[src/rtl/nfw_pkg.sv]
package nfw_pkg;

  localparam logic [7:0] OP_WREN = 8'h06;
  localparam logic [7:0] OP_RDSR = 8'h05;
  localparam logic [7:0] OP_RDID = 8'h9F;
  localparam logic [7:0] OP_READ = 8'h03;
  localparam logic [7:0] OP_PP   = 8'h02;
  localparam logic [7:0] OP_SE   = 8'hD8;

  typedef enum logic [3:0] {
    ST_IDLE,
    ST_GAP,
    ST_ID,
    ST_ID_CHK,
    ST_NEXT,
    ST_WREN,
    ST_ERASE,
    ST_PROG,
    ST_POLL,
    ST_VFY,
    ST_FIN
  } seq_st_t;

  function automatic logic is_frame(input seq_st_t s);
    return s inside {ST_ID, ST_WREN, ST_ERASE, ST_PROG, ST_POLL, ST_VFY};
  endfunction

endpackage

[src/rtl/nfw_erase_map.sv]
module nfw_erase_map #(
  parameter int NSECT = 64,
  localparam int IW = $clog2(NSECT)
) (
  input  logic          clk,
  input  logic          rst,
  input  logic          clr,
  input  logic          set,
  input  logic [IW-1:0] idx,
  output logic          hit
);

  logic [NSECT-1:0] bits;

  for (genvar g = 0; g < NSECT; g++) begin : g_bit
    always_ff @(posedge clk) begin
      if (rst || clr)
        bits[g] <= 1'b0;
      else if (set && idx == IW'(g))
        bits[g] <= 1'b1;
    end
  end

  assign hit = bits[idx];

endmodule

[src/rtl/nfw_byte_port.sv]
module nfw_byte_port (
  input  logic       clk,
  input  logic       rst,
  input  logic       issue,
  input  logic [7:0] tx_in,
  output logic       xfer_go,
  output logic [7:0] xfer_tx,
  input  logic       xfer_done,
  output logic       pend,
  output logic       fin
);

  always_ff @(posedge clk) begin
    if (rst) begin
      xfer_go <= 1'b0;
      xfer_tx <= 8'h00;
      pend    <= 1'b0;
    end else begin
      xfer_go <= issue && !pend;
      if (issue && !pend) begin
        pend    <= 1'b1;
        xfer_tx <= tx_in;
      end else if (xfer_done) begin
        pend <= 1'b0;
      end
    end
  end

  assign fin = xfer_done && pend;

endmodule

[src/rtl/nor_flash_writer.sv]
module nor_flash_writer
  import nfw_pkg::*;
#(
  parameter int          ADDR_W       = 24,
  parameter int          LEN_W        = 25,
  parameter int          PAGE_BYTES   = 256,
  parameter int          SECTOR_BYTES = 32'h40000,
  parameter int          DEV_BYTES    = 32'h1000000,
  parameter int          ID_W         = 24,
  parameter logic [23:0] EXP_ID       = 24'h202018
) (
  input  logic              clk,
  input  logic              rst,
  input  logic              start,
  input  logic [ADDR_W-1:0] start_addr,
  input  logic [LEN_W-1:0]  length,
  input  logic              data_valid,
  input  logic [7:0]        data_in,
  output logic              data_ready,
  output logic              spi_cs,
  output logic              xfer_go,
  output logic [7:0]        xfer_tx,
  input  logic              xfer_done,
  input  logic [7:0]        xfer_rx,
  output logic              busy,
  output logic              done,
  output logic              err_id,
  output logic              err_verify,
  output logic [ADDR_W-1:0] fail_addr
);

  localparam int SECT_LG = $clog2(SECTOR_BYTES);
  localparam int NSECT   = DEV_BYTES / SECTOR_BYTES;
  localparam int SIDX_W  = $clog2(NSECT);
  localparam int HDR     = 1 + ADDR_W / 8;
  localparam int ID_LEN  = 1 + ID_W / 8;
  localparam int CNT_W   = $clog2(HDR + PAGE_BYTES + 1);
  localparam logic [CNT_W-1:0] C_HDR_LAST = CNT_W'(HDR - 1);
  localparam logic [CNT_W-1:0] C_ID_LAST  = CNT_W'(ID_LEN - 1);
  localparam logic [CNT_W-1:0] C_PG_LAST  = CNT_W'(HDR + PAGE_BYTES - 1);
  localparam logic [CNT_W-1:0] C_HDR      = CNT_W'(HDR);

  seq_st_t            st, ret_st, after_wren, after_poll;
  logic [CNT_W-1:0]   bcnt;
  logic [ADDR_W-1:0]  base_addr, cur_addr, voff, fail_q;
  logic [LEN_W-1:0]   len_q, remain;
  logic [ID_W-1:0]    id_sr;
  logic [7:0]         exp_q, tx_sel;
  logic               cs_q, busy_q, done_q, eid_q, ever_q;
  logic               need_data, in_frame, slot_free, issue, pend, fin;
  logic               map_hit, map_set, map_clr;
  logic [SIDX_W-1:0]  sect_idx;

  function automatic logic [7:0] hdr_byte(input logic [7:0] op,
                                          input logic [ADDR_W-1:0] a,
                                          input logic [CNT_W-1:0] i);
    if (i == '0) return op;
    return 8'(a >> (8 * (HDR - 1 - int'(i))));
  endfunction

  assign sect_idx = cur_addr[SECT_LG +: SIDX_W];
  assign in_frame = is_frame(st);

  always_comb begin
    tx_sel    = 8'hFF;
    need_data = 1'b0;
    case (st)
      ST_ID:    if (bcnt == '0) tx_sel = OP_RDID;
      ST_WREN:  tx_sel = OP_WREN;
      ST_POLL:  if (bcnt == '0) tx_sel = OP_RDSR;
      ST_ERASE: tx_sel = hdr_byte(OP_SE, cur_addr, bcnt);
      ST_PROG: begin
        if (bcnt < C_HDR) tx_sel = hdr_byte(OP_PP, cur_addr, bcnt);
        else if (remain != '0) begin
          tx_sel    = data_in;
          need_data = 1'b1;
        end
      end
      ST_VFY: begin
        if (bcnt < C_HDR) tx_sel = hdr_byte(OP_READ, base_addr, bcnt);
        else need_data = 1'b1;
      end
      default: ;
    endcase
  end

  assign slot_free  = in_frame && cs_q && !pend;
  assign data_ready = slot_free && need_data;
  assign issue      = slot_free && (!need_data || data_valid);
  assign map_set    = (st == ST_ERASE) && fin && (bcnt == C_HDR_LAST);
  assign map_clr    = (st == ST_IDLE) && start;

  nfw_byte_port u_port (
    .clk       (clk),
    .rst       (rst),
    .issue     (issue),
    .tx_in     (tx_sel),
    .xfer_go   (xfer_go),
    .xfer_tx   (xfer_tx),
    .xfer_done (xfer_done),
    .pend      (pend),
    .fin       (fin)
  );

  nfw_erase_map #(.NSECT(NSECT)) u_map (
    .clk (clk),
    .rst (rst),
    .clr (map_clr),
    .set (map_set),
    .idx (sect_idx),
    .hit (map_hit)
  );

  always_ff @(posedge clk) begin
    if (rst) begin
      st         <= ST_IDLE;
      ret_st     <= ST_IDLE;
      after_wren <= ST_IDLE;
      after_poll <= ST_IDLE;
      bcnt       <= '0;
      base_addr  <= '0;
      cur_addr   <= '0;
      voff       <= '0;
      fail_q     <= '0;
      len_q      <= '0;
      remain     <= '0;
      id_sr      <= '0;
      exp_q      <= '0;
      cs_q       <= 1'b0;
      busy_q     <= 1'b0;
      done_q     <= 1'b0;
      eid_q      <= 1'b0;
      ever_q     <= 1'b0;
    end else begin
      if (issue && need_data) begin
        remain <= remain - 1'b1;
        exp_q  <= data_in;
      end
      case (st)
        ST_IDLE: if (start) begin
          base_addr <= start_addr;
          cur_addr  <= start_addr;
          len_q     <= length;
          remain    <= length;
          voff      <= '0;
          fail_q    <= '0;
          busy_q    <= 1'b1;
          done_q    <= 1'b0;
          eid_q     <= 1'b0;
          ever_q    <= 1'b0;
          ret_st    <= ST_ID;
          st        <= ST_GAP;
        end
        ST_GAP: begin
          st   <= ret_st;
          cs_q <= is_frame(ret_st);
          bcnt <= '0;
        end
        ST_ID: if (fin) begin
          if (bcnt != '0) id_sr <= {id_sr[ID_W-9:0], xfer_rx};
          if (bcnt == C_ID_LAST) begin
            cs_q <= 1'b0; ret_st <= ST_ID_CHK; st <= ST_GAP;
          end else bcnt <= bcnt + 1'b1;
        end
        ST_ID_CHK: begin
          if (id_sr == EXP_ID) st <= ST_NEXT;
          else begin
            eid_q <= 1'b1;
            st    <= ST_FIN;
          end
        end
        ST_NEXT: begin
          st <= ST_GAP;
          if (remain == '0) begin
            remain <= len_q;
            ret_st <= ST_VFY;
          end else begin
            after_wren <= map_hit ? ST_PROG : ST_ERASE;
            ret_st     <= ST_WREN;
          end
        end
        ST_WREN: if (fin) begin
          cs_q <= 1'b0; ret_st <= after_wren; st <= ST_GAP;
        end
        ST_ERASE: if (fin) begin
          if (bcnt == C_HDR_LAST) begin
            cs_q       <= 1'b0;
            ret_st     <= ST_POLL;
            st         <= ST_GAP;
            after_poll <= ST_WREN;
            after_wren <= ST_PROG;
          end else bcnt <= bcnt + 1'b1;
        end
        ST_PROG: if (fin) begin
          if (bcnt == C_PG_LAST) begin
            cur_addr   <= cur_addr + ADDR_W'(PAGE_BYTES);
            cs_q       <= 1'b0;
            ret_st     <= ST_POLL;
            st         <= ST_GAP;
            after_poll <= ST_NEXT;
          end else bcnt <= bcnt + 1'b1;
        end
        ST_POLL: if (fin) begin
          if (bcnt != '0) begin
            cs_q   <= 1'b0;
            st     <= ST_GAP;
            ret_st <= xfer_rx[0] ? ST_POLL : after_poll;
          end else bcnt <= bcnt + 1'b1;
        end
        ST_VFY: if (fin) begin
          if (bcnt < C_HDR_LAST) bcnt <= bcnt + 1'b1;
          else if (bcnt == C_HDR_LAST) begin
            if (remain == '0) begin
              cs_q <= 1'b0; st <= ST_FIN;
            end else bcnt <= bcnt + 1'b1;
          end else if (xfer_rx != exp_q) begin
            ever_q <= 1'b1;
            fail_q <= base_addr + voff;
            cs_q   <= 1'b0;
            st     <= ST_FIN;
          end else if (remain == '0) begin
            cs_q <= 1'b0; st <= ST_FIN;
          end else voff <= voff + 1'b1;
        end
        ST_FIN: begin
          busy_q <= 1'b0;
          done_q <= 1'b1;
          st     <= ST_IDLE;
        end
        default: st <= ST_IDLE;
      endcase
    end
  end

  assign spi_cs     = cs_q;
  assign busy       = busy_q;
  assign done       = done_q;
  assign err_id     = eid_q;
  assign err_verify = ever_q;
  assign fail_addr  = fail_q;

endmodule

[config.mk]
export PLATFORM = sky130hd
export DESIGN_NAME = nor_flash_writer
export DESIGN_NICKNAME = d
export VERILOG_FILES = /design/src/rtl/nfw_pkg.sv /design/src/rtl/nfw_erase_map.sv /design/src/rtl/nfw_byte_port.sv /design/src/rtl/nor_flash_writer.sv
export SDC_FILE = /design/constraint.sdc
export NUM_CORES = 1
export LEC_CHECK = 0
export BUFFER_PORTS_ARGS = -buffer_cell sky130_fd_sc_hd__buf_2
export CAP_MARGIN = 20
export CORE_ASPECT_RATIO = 2
export CORE_MARGIN = 8
export CORE_UTILIZATION = 25
export CTS_BUF_LIST = sky130_fd_sc_hd__clkbuf_4 sky130_fd_sc_hd__clkbuf_8
export DETAILED_ROUTE_END_ITERATION = 10
export PLACE_DENSITY_LB_ADDON = 0.1
export SLEW_MARGIN = 20
export SYNTH_ARGS = -nofsm -noshare
export SYNTH_HDL_FRONTEND = slang
export SYNTH_SLANG_ARGS = --single-unit
[constraint.sdc]
create_clock -name clk -period 3.8 [get_ports clk]
set_clock_uncertainty 0.05 [all_clocks]
set_input_delay 0.19 -clock clk [delete_from_list [all_inputs] [get_ports clk]]
set_output_delay 0.19 -clock clk [all_outputs]
set_load 0.005 [all_outputs]
==> impl_metrics.toml <==
[setup_path]
cp_top_family = "simple AND/OR/NAND/NOR gates"
endpoint_kind = "primary output"
path_max_fanout = 6
arrival_ns = 2.83
cp.buffers_inverters = 1
crit_required_ns = 3.56
crit_slowest_cell = "or4_4"
crit_chain = "or4_4 > or4b_4 > nand4b_4 > a21oi_2 > nor3_1 > buf_2"
start_kind = "flop"
worstSetupPathType = "reg -> out"
critPathMaxStageDelay_ns = 0.57

[run]
maxCapViolCount = 0

[synthesis]
ys.warnings.count = 0
netlist.area_leader.share = 0.3960
synth_common_cells = "278 x dfxtp_1, 217 x nor2_1, 206 x a21oi_1"
synthFlopType = "dfxtp_1"
synth_edf_count = 0
synth.largest_area_cell = "dfxtp_1"
async_flop_share = 0
ys_ff_latch = 278
ys_seq_area_frac = 0.3960
synthDistinctLibCells = 89
yosys.cell_count.top_type = "dfxtp_1"
synthesis.area_sq_um = 14050
syn-num-nets = 1802
synth.area.top_cells = "dfxtp_1 40%, a21oi_1 7.3%, nor2_1 5.8%"
netlist_instances = 1701
syn_avg_cell_area_sq_um = 8.263

[route]
drc = 0
antenna_left = 0
first_pass_iters = 5
vias = 12880
first_iter_violations = 721
routedWlPerCell_um = 18.87
wirelength_mm = 49.95
viasPerCell = 4.867

[finish]
fin_nets = 1962
syn_to_final_growth_pct = 22.10
n_fill_cell = 6016
seqCellArea_sq_um = 5565
final_cells = 2647
multiInputGateArea_sq_um = 7916
drive_above_1_share = 0.1561

[floorplan]
die_w_um = 183.7
dieArea_sq_um = 64520
start_util = 0.2516
core_sq_um = 55860
die_h_um = 351.3
pin_count = 109
row_count = 123

[worst_hold_path]
hold_class = "in -> reg"

[clock_tree]
root_buffer = "clkbuf_8"
clk_pin_slew_ns = 0.06
cts.sinks = 278
clock_path_buffers = 3
cts_made_buffers = 47
cts_max_level = 2
worstSkewPairLatency_ns = 0.62
cts_tree = "done"

[timing]
hold_violations = 0
timing.final.crit_share = 0.8071
fin_tns_setup_ns = 0
max-slew-margin-rel = 0.3249
setup_violations = 0
finalMaxSlewViolations = 0
fin_hold_ws_ns = 0.1645
fmax_mhz = 326.0
period_minus_slack_ns = 3.067
rsz0062_at_grt = "false"
tightestPinTransition_ns = 1.013

[placement]
dp_hpwl_mm = 35.70
dp_cells = 2489
gp_congestion = 0.7908
portBuffers = 108

[power_and_ir_drop]
power.leakage_nw = 6.301
p_per_area_nw_per_um2 = 528.6
peakVddDrop_uv = 250.4
power_mw = 9.071

[global_route]
grt_pass1_wl_mm = 78.61
track_usage = 0.1540
grt_pass1_vias = 12970
grt_max_degree = 88
antenna_found_initial = 2
overflow = 0

[status]
status = "complete, no violations"
==> registers in the layout (all words and copies together), names as in the netlist <==
| name | flops |
|---|---|
| remain | 25 |
| len_q | 25 |
| fail_addr | 24 |
| u_port.xfer_tx | 8 |
| cur_addr | 24 |
| after_wren | 2 |
| err_verify | 1 |
| u_map.bits | 64 |
| done | 1 |
| spi_cs | 1 |
| ret_st | 4 |
| after_poll | 2 |
| base_addr | 24 |
| u_port.pend | 1 |
| busy | 1 |
| exp_q | 8 |
| voff | 24 |
| id_sr | 24 |
| u_port.xfer_go | 1 |
| st | 4 |
| err_id | 1 |
| bcnt | 9 |
==> final timing paths <==
check	from	end	slack, ns	cells after the start
setup reg to reg	base_addr[10]$_SDFFE_PP0P_	fail_addr[21]$_SDFFE_PP0P_	0.74	8
hold / removal	start	st[3]$_SDFFE_PP0P_	0.16	4
setup / recovery	remain[15]$_SDFF_PP0_	data_ready	0.73	6
hold reg to reg	len_q[23]$_SDFFE_PP0P_	len_q[23]$_SDFFE_PP0P_	0.40	2
==> final cells by class <==
cell class,instances,share of cell area
repair buffers,225,0.09369
clock buffers,76,0.05439
inverters,31,0.006780
multi-input cells,1278,0.4613
clock inverters,8,0.004739
well taps,750,0.05468
flip-flops and latches,278,0.3243
diodes,1,0.0001458
==> per-layer routing <==
metal,vias to the layer above,global-route usage,part of all wire
met2,256,0.2526,0.47
met5,-,0,0.00030
met4,2,0.04165,0.023
met3,59,0.01985,0.037
li1,6446,-,-
met1,6119,0.2090,0.47
==> report_power, final <==
| part | internal [mW] | leakage, nW | switching, mW |
|---|---|---|---|
| Clock | 1.63 | 0.541 | 1.31 |
| Combinational | 0.934 | 3.51 | 1.70 |
| Sequential | 3.17 | 2.25 | 0.334 |
==> worst register-to-register path: cells and delay by family (launching register included) <==
kind                     cells  cell delay (ns)
AO/OA/AOI/OAI                4             1.62
AND/OR/NAND/NOR              3             0.50
adder cells (fa/ha/maj)      1             0.43
flip-flops                   1             0.36
==> logic make-up (layout without fill, tap and decap cells) <==
logic type               count (synthesis)  after routing  synth area share
other                                    0              1                 0
flip-flops                             278            278            0.3960
AO/OA/AOI/OAI                          458            458            0.2011
buffers and inverters                  145            340           0.04318
XOR/XNOR                                61             61           0.03801
adder cells (fa/ha/maj)                 31             31           0.02813
multiplexers                            74             74           0.07175
AND/OR/NAND/NOR                        654            654            0.2218
==> through the flow <==
stage / cell area, sq um / util / setup slack, ns
floorplan: 14050 / - / 0.7798
global placement: 15410 / 0.2759 / 0.7509
detailed placement: 15410 / 0.2759 / 0.7489
CTS: 17160 / 0.3072 / 0.6530
global route: 17160 / 0.3072 / 0.5448
finish: 17160 / 0.3072 / 0.7330
==> timing repair <==
action	4_1_cts	5_1_grt
gates resized for setup	0	0
hold buffers	73	0
setup buffers	0	0
hold endpoints to repair	119	0
==> layout by cell type, fill, tap and decap left out, types with 11 or more instances in the layout <==
master,synthesis,routed
mux4_2,21,21
nand2_1,197,196
clkbuf_8,0,58
a22oi_1,18,18
o22ai_1,26,26
nor2_1,217,216
nand3_1,29,28
buf_2,17,107
a21oi_1,206,206
a21o_1,11,11
dfxtp_1,278,278
o31ai_1,12,12
inv_1,30,30
a21boi_0,20,20
a211oi_1,18,18
o211ai_1,15,15
dlygate4sd3_1,0,73
nor4_1,28,27
o21ai_1,11,11
nand4_1,16,16
clkbuf_4,0,18
ha_1,30,30
o21ai_0,51,51
buf_4,3,44
or3_1,24,24
mux2i_1,49,49
xnor2_1,52,52
nor3_1,47,45
(Power assumes the default switching activity.)
